--- config.mk ---
export PLATFORM = sky130hd
export DESIGN_NAME = h2s_convert
export DESIGN_NICKNAME = d
export VERILOG_FILES = /design/src/rtl/h2s_pkg.sv /design/src/rtl/h2s_classify.sv /design/src/rtl/h2s_widen.sv /design/src/rtl/h2s_flags.sv /design/src/rtl/h2s_convert.sv
export SDC_FILE = /design/constraint.sdc
export NUM_CORES = 1
export LEC_CHECK = 0
export BUFFER_PORTS_ARGS = -buffer_cell sky130_fd_sc_hd__buf_2
export CORE_MARGIN = 2
export CORE_UTILIZATION = 48
export DETAILED_ROUTE_END_ITERATION = 8
export GPL_TIMING_DRIVEN = 0
export PLACE_DENSITY = 0.9
export SLEW_MARGIN = 15
export SYNTH_ARGS = -nofsm -noshare
export SYNTH_HDL_FRONTEND = slang
export SYNTH_SLANG_ARGS = --single-unit
--- constraint.sdc ---
create_clock -name clk -period 1.2 [get_ports clk]
set_input_delay 0.18 -clock clk [delete_from_list [all_inputs] [get_ports clk]]
set_output_delay 0.18 -clock clk [all_outputs]
set_load 0.1 [all_outputs]
--- src/rtl/h2s_pkg.sv ---
package h2s_pkg;
  localparam int HALF_W    = 16;
  localparam int HEXP_W    = 5;
  localparam int HFRAC_W   = 10;
  localparam int SGL_W     = 32;
  localparam int SEXP_W    = 8;
  localparam int SFRAC_W   = 23;
  localparam int EXC_W     = 8;
  localparam int EXC_INVALID = 0;
  localparam int LZ_W      = $clog2(HFRAC_W);
  localparam int FRAC_PAD  = SFRAC_W - HFRAC_W;
  // half bias 15, single bias 127: difference added to a normal exponent
  localparam logic [SEXP_W-1:0] REBIAS = 8'd112;
  localparam logic [SGL_W-1:0]  QNAN_BASE = 32'h7FC0_0000;

  typedef enum logic [2:0] {
    CLS_FINITE,
    CLS_SUBN,
    CLS_ZERO,
    CLS_INF,
    CLS_QNAN,
    CLS_SNAN
  } fp_class_e;

  // count of zeros above the leading one of a nonzero fraction
  function automatic logic [LZ_W-1:0] lead_zeros(input logic [HFRAC_W-1:0] f);
    logic [LZ_W-1:0] n;
    logic            found;
    n = '0;
    found = 1'b0;
    for (int i = HFRAC_W - 1; i >= 0; i--) begin
      if (!found && f[i]) begin
        n = LZ_W'(HFRAC_W - 1 - i);
        found = 1'b1;
      end
    end
    return n;
  endfunction
endpackage

--- src/rtl/h2s_classify.sv ---
module h2s_classify
  import h2s_pkg::*;
(
  input  logic [HALF_W-1:0]  half,
  input  logic               alt_fmt,
  output fp_class_e          cls,
  output logic               sign,
  output logic [HEXP_W-1:0]  exp_f,
  output logic [HFRAC_W-1:0] frac
);
  logic exp_max;
  logic exp_min;

  assign sign    = half[HALF_W-1];
  assign exp_f   = half[HALF_W-2 -: HEXP_W];
  assign frac    = half[HFRAC_W-1:0];
  assign exp_max = &exp_f;
  assign exp_min = ~|exp_f;

  always_comb begin
    if (exp_min)
      cls = (frac == '0) ? CLS_ZERO : CLS_SUBN;
    else if (exp_max && !alt_fmt) begin
      if (frac == '0)
        cls = CLS_INF;
      else
        cls = frac[HFRAC_W-1] ? CLS_QNAN : CLS_SNAN;
    end else
      cls = CLS_FINITE;
  end
endmodule

--- src/rtl/h2s_widen.sv ---
module h2s_widen
  import h2s_pkg::*;
(
  input  fp_class_e          cls,
  input  logic               sign,
  input  logic [HEXP_W-1:0]  exp_f,
  input  logic [HFRAC_W-1:0] frac,
  input  logic               dflt_nan,
  output logic [SGL_W-1:0]   result
);
  logic [LZ_W-1:0]    lz;
  logic [HFRAC_W-1:0] frac_n;
  logic [SEXP_W-1:0]  sub_exp;
  logic [HFRAC_W-1:0] sub_frac;

  assign lz       = lead_zeros(frac);
  assign frac_n   = frac << lz;
  // drop the leading one that becomes the hidden bit
  assign sub_frac = {frac_n[HFRAC_W-2:0], 1'b0};
  assign sub_exp  = REBIAS - SEXP_W'(lz);

  always_comb begin
    unique case (cls)
      CLS_ZERO:   result = {sign, {(SGL_W-1){1'b0}}};
      CLS_INF:    result = {sign, {SEXP_W{1'b1}}, {SFRAC_W{1'b0}}};
      CLS_QNAN,
      CLS_SNAN:   result = dflt_nan ? QNAN_BASE
                         : ({sign, {(SGL_W-1){1'b0}}} | QNAN_BASE |
                            {9'b0, frac[HFRAC_W-2:0], {FRAC_PAD{1'b0}}});
      CLS_SUBN:   result = {sign, sub_exp, sub_frac, {FRAC_PAD{1'b0}}};
      default:    result = {sign, SEXP_W'(exp_f) + REBIAS, frac, {FRAC_PAD{1'b0}}};
    endcase
  end
endmodule

--- src/rtl/h2s_flags.sv ---
module h2s_flags #(
  parameter int EXC_W = 8
) (
  input  logic             clk,
  input  logic             rst_n,
  input  logic             valid,
  input  logic             clr,
  input  logic [EXC_W-1:0] exc_vec,
  input  logic [EXC_W-1:0] trap_en,
  output logic [EXC_W-1:0] flags,
  output logic             trap_req
);
  logic [EXC_W-1:0] raised;
  logic [EXC_W-1:0] to_trap;
  logic [EXC_W-1:0] to_flag;

  assign raised  = valid ? exc_vec : '0;
  assign to_trap = raised & trap_en;
  assign to_flag = raised & ~trap_en;

  always_ff @(posedge clk or negedge rst_n) begin
    if (!rst_n) begin
      flags    <= '0;
      trap_req <= 1'b0;
    end else begin
      flags    <= (clr ? '0 : flags) | to_flag;
      trap_req <= |to_trap;
    end
  end
endmodule

--- src/rtl/h2s_convert.sv ---
module h2s_convert
  import h2s_pkg::*;
(
  input  logic              clk,
  input  logic              rst_n,
  input  logic              in_valid,
  input  logic [HALF_W-1:0] in_half,
  input  logic [1:0]        ctl_rmode,
  input  logic              ctl_fz,
  input  logic              ctl_dn,
  input  logic              ctl_ahp,
  input  logic              ctl_ufe,
  input  logic [EXC_W-1:0]  trap_en,
  input  logic              stat_clr,
  output logic              out_valid,
  output logic [SGL_W-1:0]  out_single,
  output logic [EXC_W-1:0]  stat_flags,
  output logic              trap_req
);
  fp_class_e          cls;
  logic               sign;
  logic [HEXP_W-1:0]  exp_f;
  logic [HFRAC_W-1:0] frac;
  logic [SGL_W-1:0]   wide;
  logic [EXC_W-1:0]   exc_vec;
  logic               snan_seen;
  logic               unused_ctl;

  // every finite half is exact in single: these controls cannot matter
  assign unused_ctl = ^{ctl_rmode, ctl_fz, ctl_ufe};

  h2s_classify u_cls (
    .half(in_half), .alt_fmt(ctl_ahp),
    .cls(cls), .sign(sign), .exp_f(exp_f), .frac(frac)
  );

  h2s_widen u_wid (
    .cls(cls), .sign(sign), .exp_f(exp_f), .frac(frac),
    .dflt_nan(ctl_dn), .result(wide)
  );

  assign snan_seen = (cls == CLS_SNAN);

  always_comb begin
    exc_vec = '0;
    exc_vec[EXC_INVALID] = snan_seen;
  end

  h2s_flags #(.EXC_W(EXC_W)) u_flg (
    .clk(clk), .rst_n(rst_n), .valid(in_valid), .clr(stat_clr),
    .exc_vec(exc_vec), .trap_en(trap_en),
    .flags(stat_flags), .trap_req(trap_req)
  );

  always_ff @(posedge clk or negedge rst_n) begin
    if (!rst_n) begin
      out_valid  <= 1'b0;
      out_single <= '0;
    end else begin
      out_valid <= in_valid;
      if (in_valid)
        out_single <= wide;
    end
  end
endmodule

==> results of run 1 <==
## metrics by stage
stage               cell area, um2  setup slack, ns  hold WS [ns]  power [mW]  instances
floorplan                     1889           -1.016       -0.1156       1.906        255
global placement              2160           -1.532        0.1531       2.107        345
detailed placement            2160           -1.504        0.1622       2.113        345
CTS                           2404          -0.8580       0.06883       2.677        354
global route                  2505          -0.9695       0.06916       2.833        358
finish                        2505          -0.9077       0.07276       2.727        358
## cell type report
class                   instances  area [um2]  share of cell area (%)
plain buffers                  35       240.2                   9.590
clock buffers                   3       41.29                   1.648
clock inverters                 1       5.005                  0.1998
inverters                       8       30.03                   1.199
multi-input cells             189        1210                   48.30
flip-flops and latches         21       530.5                   21.18
well taps                      48       60.06                   2.398
repair buffers                 53       387.9                   15.48
## where the power goes
part,internal (mW),switching [mW]
Clock,0.231,0.239
Sequential,0.771,0.0364
Combinational,0.354,1.09
Total,1.36,1.37
## kinds of logic after synthesis
group	after synthesis	synth area share, %
AND/OR/NAND/NOR	91	25.18
adder cells (fa/ha/maj)	1	0.7051
buffers and inverters	45	14.46
multiplexers	5	2.962
flip-flops	21	29.62
AO/OA/AOI/OAI	72	26.87
other	1	0.2114
## flip-flops by register name, indices dropped and copies added (netlist names)
register / flops
out_single: 18
u_flg.flags: 1
u_flg.trap_req: 1
out_valid: 1
## repair_timing
action	in CTS	in global routing
endpoints found under the setup margin	38	23
pin swaps	9	10
hold buffers	1	0
endpoints found under the hold margin	21	0
resized for setup	43	21
setup buffers	5	5
## layout by cell type, fill, tap and decap left out, types with 2 or more instances in the layout
cell | synthesis | routed
inv_1 | 8 | 8
dfrtp_1 | 21 | 19
clkbuf_4 | 0 | 5
nor2b_1 | 6 | 6
buf_6 | 1 | 5
buf_2 | 1 | 19
a21oi_2 | 0 | 3
nand3b_1 | 2 | 2
o22ai_1 | 2 | 2
clkbuf_8 | 0 | 3
nand2_1 | 13 | 12
a2bb2oi_1 | 2 | 2
nor3_1 | 6 | 4
buf_8 | 0 | 2
clkbuf_1 | 12 | 7
mux2i_1 | 3 | 2
o221ai_1 | 2 | 2
buf_1 | 2 | 2
a31oi_1 | 7 | 7
conb_1 | 1 | 20
a22o_1 | 2 | 2
nand2b_1 | 3 | 3
or2_2 | 3 | 3
nor2_2 | 0 | 2
nor3b_1 | 2 | 2
o31ai_1 | 2 | 2
nor2_1 | 38 | 35
a21oi_1 | 20 | 16
a211oi_1 | 2 | 2
nand3_1 | 8 | 8
o21ai_0 | 18 | 17
mux2_2 | 2 | 2
nor4_4 | 0 | 3
o211ai_1 | 2 | 2
buf_4 | 21 | 46
## routing by layer
layer | up-vias | share of wire, % | global-route usage (%)
li1 | 961 | - | -
met1 | 928 | 41 | 32.67
met2 | 128 | 48 | 41.49
met3 | 10 | 9.4 | 4.340
met4 | 0 | 1.9 | 9.574
met5 | - | 0 | 0
## critical path, delay by kind of cell
kind / cells / cell delay, ns
AOI/OAI and AO/OA: 3 / 0.49
buffers and inverters: 2 / 0.23
adders and majority gates: 1 / 0.14
and+or+nand+nor: 4 / 1.25
## worst paths after layout
kind                             endpoint  depth (start not counted)      startpoint
setup / recovery           out_single[25]                         10      in_half[9]
setup reg to reg           out_single[21]                          5  out_single[21]
min in group asynchronous  u_flg.trap_req                          2           rst_n
max in group asynchronous  out_single[29]                          2           rst_n
hold / removal                  out_valid                          1        in_valid
hold reg to reg            out_single[30]                          1  out_single[30]
==> impl_metrics.csv, run 1 <==
group,metric,value,unit
status,status,"complete, but fails checks",
status,violations,"setup timing",
route,dr.pass1.iters,4,
synth,netlist_area,0.001774,mm2
clock_tree,cts_num_sinks,21,
min_path,hold_class,"in2reg",
route,vias,2027,
synth,yosysTopAreaCell,"dfrtp_1",
cells_and_area,fillers,287,
clock_tree,clockRootBuffer,"clkbuf_8",
global_routing,overflow,0,
synth,netlist_instances,236,
sta,rsz0062_at_grt,"true",
synth,synth-edff-count,0,
setup_path,required,1.39,ns
global_routing,track_usage,25.10,%
setup_path,path_cells,"buf_6 > or4_4 > or4b_4 > o21ai_4 > buf_6 > ha_4 > nor2_1 > a221oi_2 > nor2_1 > a21oi_1",
cells_and_area,antenna_cells,0,
sta,hold_viol_final,0,
synth,synth.most_common_cell,"nor2_1",
placement,dp_hpwl,3752,um
synth,yosysWarnings,0,
die,die_w,64.80,um
clock_tree,clk_latency,0.26,ns
synth,synth_seq_area_share,29.62,%
synth,yosys-top-cells-count,"38 x nor2_1, 21 x buf_4, 21 x dfrtp_1",
clock_tree,clock_path_buffers,2,
die,rows,22,
cells_and_area,fin_util,69.47,%
synth,synth_area_leaders,"dfrtp_1 30%, buf_4 8.9%, nor2_1 8.0%, a21oi_1 5.6%, o21ai_0 5.1%",
route,routed_wl,5283,um
synth,ys_types,50,
sta,tns,-12.40,ns
global_routing,grt_pass1_wl,8286,um
clock_tree,cts_htree_levels,1,
route,detail-route-antenna-nets,0,
global_routing,grt_start_max_net_pins,22,
setup_path,crit_path_end_kind,"flop",
global_routing,antenna_found_initial,0,
setup_path,worstPathArrival,2.30,ns
synth,syn_area_per_cell,7.518,um2
setup_path,path_class,"in2reg",
synth,yosysTopAreaCellShare,29.62,%
sta,finalCritPeriodShare,175.6,%
route,via_per_inst,5.662,
synth,synth-seq-cells,21,
sta,min_period,2.108,ns
die,start_util,49.20,%
sta,max_freq,0.4744,GHz
sta,finClkSkew,0,ns
route,wl_per_cell,14.76,um
pwr,power_leakage,1.128,nW
die,core_area,0.003606,mm2
clock_tree,cts_tree,"done",
pwr,irDropWorstVdd,0.5997,mV
clock_tree,cts_buffers,3,
sta,slew_headroom,61.73,%
sta,fin_ws,-0.9077,ns
setup_path,cp_slowest_cell,"or4b_4",
setup_path,startpoint_type,"primary input",
die,io_pins,76,
synth,synth_flop_cell,"dfrtp_1",
sta,tightestPinTransition,0.5727,ns
die,die-area,0.004198,mm2
synth,ys_async_sr_fraction,100.0,%
cells_and_area,synthToLayoutAreaGrowth,41.18,%
route,route.detailed.drc,0,
cells_and_area,drive_gt1_share,36.77,%
placement,io_buffers,42,
cells_and_area,nets,346,
setup_path,rrSetupSlack,0.02,ns
sta,slew_violations,0,
pwr,power_density,1089,mW/mm2
clock_tree,clkTransAtPathRegs,0.09,ns
die,die_y,64.80,um
placement,gp_congestion,0.9640,
sta,setup_viol,20,
setup_path,crit_fanout,4,
run,max-cap-violations,0,
route,drt-initial-drc-count,127,
setup_path,critPathMaxStageDelay,0.58,ns
global_routing,grt_pass1_vias,1772,
No activity file was read; power rests on OpenSTA's default activity.
==> run 2: changes to the inputs <==
==> constraint.sdc (replaced) <==
create_clock -name clk -period 1.2 [get_ports clk]
set_input_delay 0.18 -clock clk [delete_from_list [all_inputs] [get_ports clk]]
set_output_delay 0.18 -clock clk [all_outputs]
set_load 0.005 [all_outputs]
==> impl_metrics.csv, run 2 (synthesis gave the netlist of run 1 again) <==
group,metric,value,unit
status,status,"complete, but fails checks",
status,violations,"setup timing",
pwr,irDropWorstVdd,0.5035,mV
clock_tree,clk_latency,0.26,ns
cells_and_area,final_common_cell,"buf_2",
setup_path,rrSetupSlack,0.02,ns
sta,min_period,2.057,ns
cells_and_area,nets,351,
sta,fin_ws,-0.8571,ns
global_routing,track_usage,25.18,%
clock_tree,cts_htree_levels,1,
cells_and_area,largest-register,"out_single",
cells_and_area,largest_reg_flops,18,
die,die_y,64.80,um
route,via_per_inst,5.592,
setup_path,cp-endpoint,"out_single[21]",
setup_path,required,1.34,ns
setup_path,startpoint,"in_half[9]",
die,io_pins,76,
sta,hold_viol_final,0,
global_routing,grt_pass1_vias,1900,
global_routing,overflow,0,
cells_and_area,drive_gt1_share,37.46,%
setup_path,worst_r2r_path_depth,5,
cells_and_area,multi_input_comb_area,0.001219,mm2
cells_and_area,seq_area,525.5,um2
clock_tree,clock_path_buffers,2,
route,wl_per_cell,14.69,um
route,dr.pass1.iters,5,
route,route.detailed.drc,0,
die,die_w,64.80,um
pwr,power_leakage,1.140,nW
route,detail-route-antenna-nets,0,
global_routing,grt_start_max_net_pins,22,
setup_path,critPathMaxStageDelay,0.56,ns
placement,gp_congestion,0.9413,
sta,finalCritPeriodShare,171.4,%
route,drt-initial-drc-count,150,
sta,slew_headroom,56.40,%
min_path,hold_class,"in2reg",
route,routed_wl,5333,um
sta,slew_violations,0,
clock_tree,cts_buffers,3,
clock_tree,cts_num_sinks,21,
setup_path,timing.rr.start,"out_single[21]",
setup_path,path_cells,"buf_6 > or4_4 > or4b_4 > o21ai_4 > mux2i_2 > a2111oi_2 > a311o_2",
sta,tns,-11.19,ns
placement,dp_hpwl,3718,um
clock_tree,cts_tree,"done",
setup_path,startpoint_type,"primary input",
pwr,power_density,770.9,mW/mm2
setup_path,cp_slowest_cell,"or4b_4",
sta,finClkSkew,0,ns
placement,io_buffers,42,
route,vias,2030,
die,die-area,0.004198,mm2
clock_tree,clkTransAtPathRegs,0.07,ns
cells_and_area,antenna_cells,0,
setup_path,crit_fanout,5,
sta,tightestPinTransition,0.6516,ns
run,max-cap-violations,0,
sta,max_freq,0.4861,GHz
cells_and_area,synthToLayoutAreaGrowth,39.92,%
global_routing,antenna_found_initial,0,
die,start_util,49.20,%
die,core_area,0.003606,mm2
sta,whs,0.06167,ns
setup_path,path_class,"in2reg",
sta,setup_viol,19,
setup_path,r2r-end,"out_single[21]",
sta,rsz0062_at_grt,"true",
cells_and_area,layout_common_cells,"42 x buf_2, 34 x nor2_1, 32 x buf_4, 21 x dfrtp_1, 20 x conb_1",
die,rows,22,
cells_and_area,fillers,307,
clock_tree,clockRootBuffer,"clkbuf_8",
setup_path,worstPathArrival,2.20,ns
setup_path,crit_path_end_kind,"flop",
global_routing,grt_pass1_wl,8404,um
## run 2: layer usage
layer	vias to the layer above	wire length, um	GRT usage [%]
li1	976	-	-
met1	924	2167	32.86
met2	111	2586	43.04
met3	19	438	3.646
met4	0	140	7.447
met5	-	0	0
## run 2: power by group
group          internal [mW]  switching, mW  leakage, nW
sequential             0.769         0.0298        0.249
clock                  0.231          0.223       0.0255
combinational          0.301          0.359        0.866
## run 2: area by class of cell
class	count	share of cell area, %
plain buffers	36	9.677
repair buffers	57	14.57
clock buffers	3	1.663
well taps	48	2.419
flip-flops and latches	21	21.17
inverters	8	1.210
multi-input cells	189	49.09
clock inverters	1	0.2016
## run 2: how the worst min path moves through the flow
stage,from,to,cells after the start
after floorplan,rst_n,out_single[13],0
after global placement,rst_n,out_single[19],1
after detailed placement,rst_n,out_single[19],1
after CTS,in_valid,out_valid,1
after global routing,in_valid,out_valid,1
final,in_valid,out_valid,1
## run 2: worst max-delay path, delay by kind of cell
family,cells,cell delay (ns)
AOI/OAI and AO/OA,3,0.56
buffers and inverters,1,0.09
and+or+nand+nor,2,1.09
muxes,1,0.29
## run 2: stage by stage
step	setup slack (ns)	total power, mW	instances	instance area (um2)	utilization, %
floorplan	-1.016	1.169	255	1884	-
global placement	-1.553	1.365	345	2155	59.75
detailed placement	-1.517	1.370	345	2155	59.75
CTS	-0.8529	1.878	357	2376	65.89
global route	-0.8890	2.028	363	2482	68.84
finish	-0.8571	1.914	363	2482	68.84
## run 2: what timing repair did
| item | in CTS | in global routing |
|---|---|---|
| pin swaps | 12 | 11 |
| gates cloned | 0 | 0 |
| gates resized for setup | 26 | 19 |
| hold buffers | 1 | 0 |
| endpoints found under the hold margin | 21 | 0 |
| endpoints found under the setup margin | 19 | 19 |
| buffers inserted | 7 | 7 |
